**src/rtl/spare_steer_pkg.sv**
```systemverilog
package spare_steer_pkg;
   // A valid repair pattern: once a lane is marked, every higher lane is too.
   function automatic logic thermo_ok(input logic [63:0] cfg, input int unsigned n);
      logic ok;
      ok = 1'b1;
      for (int unsigned i = 0; i + 1 < n; i++) begin
         if (cfg[i] && !cfg[i+1]) ok = 1'b0;
      end
      return ok;
   endfunction
endpackage

```
**src/rtl/spare_tx_steer.sv**
```systemverilog
module spare_tx_steer #(
   parameter int unsigned LANES = 16
) (
   input  logic [LANES-1:0] data_i,
   input  logic [LANES-1:0] cfg_i,
   input  logic             fill_i,
   output logic [LANES:0]   wires_o
);
   // Lane 0 has no lower neighbour; a marked lane 0 drives 0 on its broken wire.
   assign wires_o[0] = cfg_i[0] ? 1'b0 : data_i[0];

   for (genvar i = 1; i < LANES; i++) begin : g_lane
      assign wires_o[i] = cfg_i[i] ? data_i[i-1] : data_i[i];
   end

   // Spare wire: top logical bit when the top lane is shifted, idle fill otherwise.
   assign wires_o[LANES] = cfg_i[LANES-1] ? data_i[LANES-1] : fill_i;
endmodule

```
**src/rtl/spare_rx_unsteer.sv**
```systemverilog
module spare_rx_unsteer #(
   parameter int unsigned LANES = 16
) (
   input  logic [LANES:0]   wires_i,
   input  logic [LANES-1:0] cfg_i,
   output logic [LANES-1:0] data_o
);
   for (genvar i = 0; i < LANES; i++) begin : g_lane
      assign data_o[i] = cfg_i[i] ? wires_i[i+1] : wires_i[i];
   end
endmodule

```
**src/rtl/spare_cfg_check.sv**
```systemverilog
module spare_cfg_check
   import spare_steer_pkg::*;
#(
   parameter int unsigned LANES = 16
) (
   input  logic [LANES-1:0] tx_cfg_i,
   input  logic [LANES-1:0] rx_cfg_i,
   output logic             bad_o,
   output logic             diff_o
);
   logic [63:0] tx_w, rx_w;
   always_comb begin
      tx_w = '0;
      rx_w = '0;
      tx_w[LANES-1:0] = tx_cfg_i;
      rx_w[LANES-1:0] = rx_cfg_i;
      bad_o  = !(thermo_ok(tx_w, LANES) && thermo_ok(rx_w, LANES));
      diff_o = (tx_cfg_i != rx_cfg_i);
   end
endmodule

```
**src/rtl/spare_steer.sv**
```systemverilog
module spare_steer #(
   parameter int unsigned GROUPS      = 2,
   parameter int unsigned LANES       = 16,
   parameter bit          IDLE_TOGGLE = 1'b0,
   parameter bit          SPARE_LEVEL = 1'b1
) (
   input  logic                          clk,
   input  logic                          rst_n,
   input  logic [GROUPS*LANES-1:0]       host_data,
   input  logic [GROUPS*LANES-1:0]       tx_cfg,
   input  logic [GROUPS*LANES-1:0]       rx_cfg,
   input  logic [GROUPS*(LANES+1)-1:0]   wire_in,
   output logic [GROUPS*(LANES+1)-1:0]   wire_out,
   output logic [GROUPS*LANES-1:0]       host_out,
   output logic [GROUPS-1:0]             cfg_err,
   output logic [GROUPS-1:0]             cfg_mismatch,
   output logic [GROUPS-1:0]             loop_err
);
   localparam int unsigned WW = LANES + 1;

   if (LANES < 2 || LANES > 64) begin : g_bad_lanes
      $error("spare_steer: LANES must be within 2..64");
   end
   if (GROUPS < 1) begin : g_bad_groups
      $error("spare_steer: GROUPS must be at least 1");
   end

   // Idle fill for unused spare wires: fixed level or a toggling pattern.
   logic fill;
   if (IDLE_TOGGLE) begin : g_fill_tog
      logic tog_q;
      always_ff @(posedge clk) begin
         if (!rst_n) tog_q <= SPARE_LEVEL;
         else        tog_q <= ~tog_q;
      end
      assign fill = tog_q;
   end else begin : g_fill_fix
      assign fill = SPARE_LEVEL;
   end

   for (genvar g = 0; g < GROUPS; g++) begin : g_grp
      logic [WW-1:0]    tx_w;
      logic [LANES-1:0] rx_d;
      logic [LANES-1:0] lb_d;
      logic             bad, diff;

      spare_tx_steer #(.LANES(LANES)) u_tx (
         .data_i (host_data[g*LANES +: LANES]),
         .cfg_i  (tx_cfg[g*LANES +: LANES]),
         .fill_i (fill),
         .wires_o(tx_w)
      );

      spare_rx_unsteer #(.LANES(LANES)) u_rx (
         .wires_i(wire_in[g*WW +: WW]),
         .cfg_i  (rx_cfg[g*LANES +: LANES]),
         .data_o (rx_d)
      );

      // Loopback: own steered wires through own receive pattern.
      spare_rx_unsteer #(.LANES(LANES)) u_lb (
         .wires_i(tx_w),
         .cfg_i  (rx_cfg[g*LANES +: LANES]),
         .data_o (lb_d)
      );

      spare_cfg_check #(.LANES(LANES)) u_chk (
         .tx_cfg_i(tx_cfg[g*LANES +: LANES]),
         .rx_cfg_i(rx_cfg[g*LANES +: LANES]),
         .bad_o   (bad),
         .diff_o  (diff)
      );

      always_ff @(posedge clk) begin
         if (!rst_n) begin
            wire_out[g*WW +: WW]       <= '0;
            host_out[g*LANES +: LANES] <= '0;
            cfg_err[g]                 <= 1'b0;
            cfg_mismatch[g]            <= 1'b0;
            loop_err[g]                <= 1'b0;
         end else begin
            wire_out[g*WW +: WW]       <= tx_w;
            host_out[g*LANES +: LANES] <= rx_d;
            cfg_err[g]                 <= bad;
            cfg_mismatch[g]            <= diff;
            loop_err[g]                <= (lb_d != host_data[g*LANES +: LANES]);
         end
      end
   end
endmodule

```
**config.mk**
```make
export PLATFORM = sky130hd
export DESIGN_NAME = spare_steer
export DESIGN_NICKNAME = d
export VERILOG_FILES = /design/src/rtl/spare_steer_pkg.sv /design/src/rtl/spare_tx_steer.sv /design/src/rtl/spare_rx_unsteer.sv /design/src/rtl/spare_cfg_check.sv /design/src/rtl/spare_steer.sv
export SDC_FILE = /design/constraint.sdc
export NUM_CORES = 1
export LEC_CHECK = 0
export ABC_AREA = 1
export BUFFER_PORTS_ARGS = -buffer_cell sky130_fd_sc_hd__buf_2
export CORE_ASPECT_RATIO = 0.75
export CORE_MARGIN = 5
export CORE_UTILIZATION = 35
export CTS_BUF_LIST = sky130_fd_sc_hd__clkbuf_4 sky130_fd_sc_hd__clkbuf_8 sky130_fd_sc_hd__clkbuf_16
export DETAILED_ROUTE_END_ITERATION = 8
export GPL_TIMING_DRIVEN = 0
export PLACE_DENSITY = 0.63
export RECOVER_POWER = 25
export SLEW_MARGIN = 10
export SYNTH_ARGS = -nofsm -noshare
export SYNTH_HDL_FRONTEND = slang
export SYNTH_SLANG_ARGS = --single-unit
```
**constraint.sdc**
```tcl
create_clock -name clk -period 1 [get_ports clk]
set_input_delay 0.05 -clock clk [delete_from_list [all_inputs] [get_ports clk]]
set_output_delay 0.05 -clock clk [all_outputs]
set_load 0.005 [all_outputs]
```
==> key figures <==
Setup path
  – Crit Path Class: in -> reg
  – CP startpoint: rx_cfg[20]
  – Crit path required time: 1.20 ns
  – CP Max Fanout: 6
  – CP arrival: between 1 and 1.5 ns
  – Kind of end point of the critical path: flop
  – CP Launch Type: input pin

Placed design
  – Placed inst area: between 5000 and 6000 um2
  – Dpl hpwl: roughly 13000 um
  – Dpl cells: 1071
  – GPL Wtd Cong: around 0.92
  – IO Port Bufs: about 200

Final layout
  – Seq. cell area: 1440 um2
  – NumNets Final: about 1100
  – Multi-input gate area: ~2500 um2
  – Fraction of layout cells with a size suffix above 1: about 23%
  – Fin cells: approximately 1100
  – Post-route cell area: 6220 um2
  – Fillers: between 1000 and 1500
  – Antenna diodes: 0
  – Layout Area Growth over Synthesis: 46.7%

Power
  – Sw Pwr: 0.00244 W
  – Worst VDD drop: 0.778 mV
  – Leak Pwr: 3.40 nW
  – Switching share of power: 28.4%
  – Combinational group share of total power: between 20% and 30%
  – Internal: 0.00614 W
  – Clock group share of total power: 41.3%
  – P per Cell Area: approximately 1400 nW/um2
  – Reg power frac: about 36%

Floorplan
  – CORE AREA: roughly 12000 um2
  – Die height: 105 um
  – Initial Util: around 36%
  – Die width: between 100 and 150 um
  – Row cnt: 34
  – Die area: 14400 um2
  – I/O pins: 204

STA
  – Hold slack: roughly 0.016 ns
  – Total Negative Setup Slacks: 0 ns
  – Tmin final: ~0.87 ns
  – Slew Limit Fails: 0
  – RSZ-0062 raised after global routing: no
  – F_max: approximately 1.2 GHz
  – Final hold violations: 0
  – Rel. slew slack: 55.1%
  – Final period util: roughly 87%
  – Setup-failing EPs final: 0
  – Worst-Margin Slew: 0.674 ns

Yosys
  – Netlist cell types: 18
  – Avg Inst Size Synth: about 6 um2
  – Synth Cell Area: 4240 um2
  – Post-Syn Instances: 706
  – Sequential fraction of the synthesis area: roughly a third
  – Syn nets: ~840
  – FF+latch count, synth: 72
  – Syn. warnings: 0

GRT
  – Vias in the first global route: 4869
  – Final global-route overflow total: 0
  – Global-route wire length before repair: between 20000 and 30000 um
  – Largest net degree at the start of global routing: 13
  – Initial antenna violation count: 0
  – GRT Total Usage: between 20% and 30%

Routing
  – DR WL met2: around 6500 um
  – Routed wire per std cell: about 14 um
  – DR vias/cell: 4.76
  – Top layer used by detailed routing: met4
  – Detailed-router iteration count before antenna repair: 5
  – Met3 WL post-DR: 1400 um
  – Total length of routed wires: approximately 16000 um
  – DR vias: approximately 5400
  – Met1 Routed Length: 8210 um
  – Initial DRC count: around 410
  – Antenna viol nets, final: 0
  – Residual DRC: 0

Clocking
  – # Post-CTS Setup Buffers: 0
  – Clock transition at path regs: about 0.060 ns
  – CTS HTree Levels: 3
  – Root Driver: clkbuf_16
  – CTS Buf Count: 9
  – Max clock buf depth: 2
  – Clk sink count: 72
  – CTS tree: done

Worst hold path
  – Worst min-delay path class: in -> reg
  – Hold Crit Start: host_data[15]

Job
  – Max-cap violations: 0

Run status
  – Status: complete, no violations
-- placed cells by master (no fill, tap or decap) --
| master | n |
|---|---|
| nand2_1 | 231 |
| buf_2 | 201 |
| nor2_1 | 90 |
| nand3_1 | 76 |
| inv_1 | 75 |
| dfxtp_1 | 72 |
| o21ai_0 | 60 |
| dlygate4sd3_1 | 43 |
| a21oi_1 | 38 |
| nand3b_1 | 18 |
| nand4_1 | 12 |
| xor2_1 | 10 |
| clkbuf_1 | 9 |
| clkbuf_16 | 9 |
| nor3_1 | 6 |
| o2111ai_1 | 4 |
| nor3b_1 | 2 |
| bufinv_16 | 2 |
| clkinvlp_4 | 2 |
| o22ai_1 | 1 |
| nand2_2 | 1 |
| nor3_2 | 1 |
| xnor2_1 | 1 |
| a41oi_1 | 1 |
| clkbuf_4 | 1 |
| clkbuf_8 | 1 |
| clkinv_2 | 1 |
-- repair_timing --
item / in CTS / in global routing
hold buffers: 43 / 0
resized for setup: 0 / 1
endpoints found under the hold margin: 36 / 0
setup endpoints to repair: 0 / 1
-- area by class of cell --
| cell class | count | share of cell area, % |
|---|---|---|
| sequential | 72 | 23.2 |
| clock buffer | 11 | 3.97 |
| tap | 162 | 3.26 |
| inverter | 75 | 4.53 |
| multi-input combinational | 552 | 40.1 |
| buffer | 7 | 0.423 |
| timing repair buffer | 246 | 23.2 |
| clock inverter | 5 | 1.29 |
-- power groups by stage --
stage               Combinational (W)  Clock, W  Sequential, W
floorplan                    0.000860         0        0.00319
global placement              0.00177         0        0.00316
detailed placement            0.00178         0        0.00316
CTS                           0.00192   0.00365        0.00310
global route                  0.00218   0.00376        0.00312
finish                        0.00193   0.00355        0.00310
-- final timing paths --
path,slack (ns),depth (start not counted),to
max,0.13,8,cfg_mismatch[1]$_SDFF_PN0_
min,0.02,3,wire_out[15]$_SDFF_PN0_
-- stage by stage --
| stage | util (%) | total power [W] | setup slack [ns] |
|---|---|---|---|
| after global placement | 46.5 | 0.00493 | -0.251 |
| final | 52.9 | 0.00858 | 0.135 |
| after global routing | 52.9 | 0.00906 | 0.0204 |
| after floorplan | - | 0.00405 | 0.174 |
| after CTS | 52.9 | 0.00867 | 0.122 |
| after detailed placement | 46.5 | 0.00494 | -0.231 |
-- kinds of logic after synthesis --
logic type	count (synthesis)	share of synthesized area [%]
buf+inv	82	7.26
simple gates	437	43.7
flops	72	34.0
xor+xnor	11	2.27
compound gates	104	12.8
-- registers in the layout, indices dropped and copies added, names as in the netlist --
register and flops:
cfg_err 2, loop_err 2, cfg_mismatch 2, host_out 32
wire_out 34
-- synth_stat cells, drive strengths merged --
library cell | instances | share of area (%)
o2111ai | 4 | 0.83
nor2 | 90 | 8.0
nand3b | 18 | 3.2
a41oi | 1 | 0.21
xor2 | 10 | 2.1
o22ai | 1 | 0.15
o21ai | 60 | 7.1
nor3 | 7 | 0.83
nand4 | 12 | 1.8
nor3b | 2 | 0.35
inv | 75 | 6.6
clkbuf | 7 | 0.62
xnor2 | 1 | 0.21
nand3 | 76 | 9.0
a21oi | 38 | 4.5
dfxtp | 72 | 34
nand2 | 232 | 21
-- per-layer routing --
metal	vias to the layer above	GRT usage, %
met5	-	0
met4	0	4.42
met3	14	4.71
met2	203	30.8
met1	2337	34.1
li1	2821	-
-- critical path, stage by stage --
cell and delay (ns):
buf_2 0.14, inv_1 0.08, nand2_1 0.06, nand4_1 0.13, nor3_1 0.27, nand3_1 0.13
nor3_1 0.14, nor2_1 0.05
Note: power is estimated with default switching activity, not from simulation.
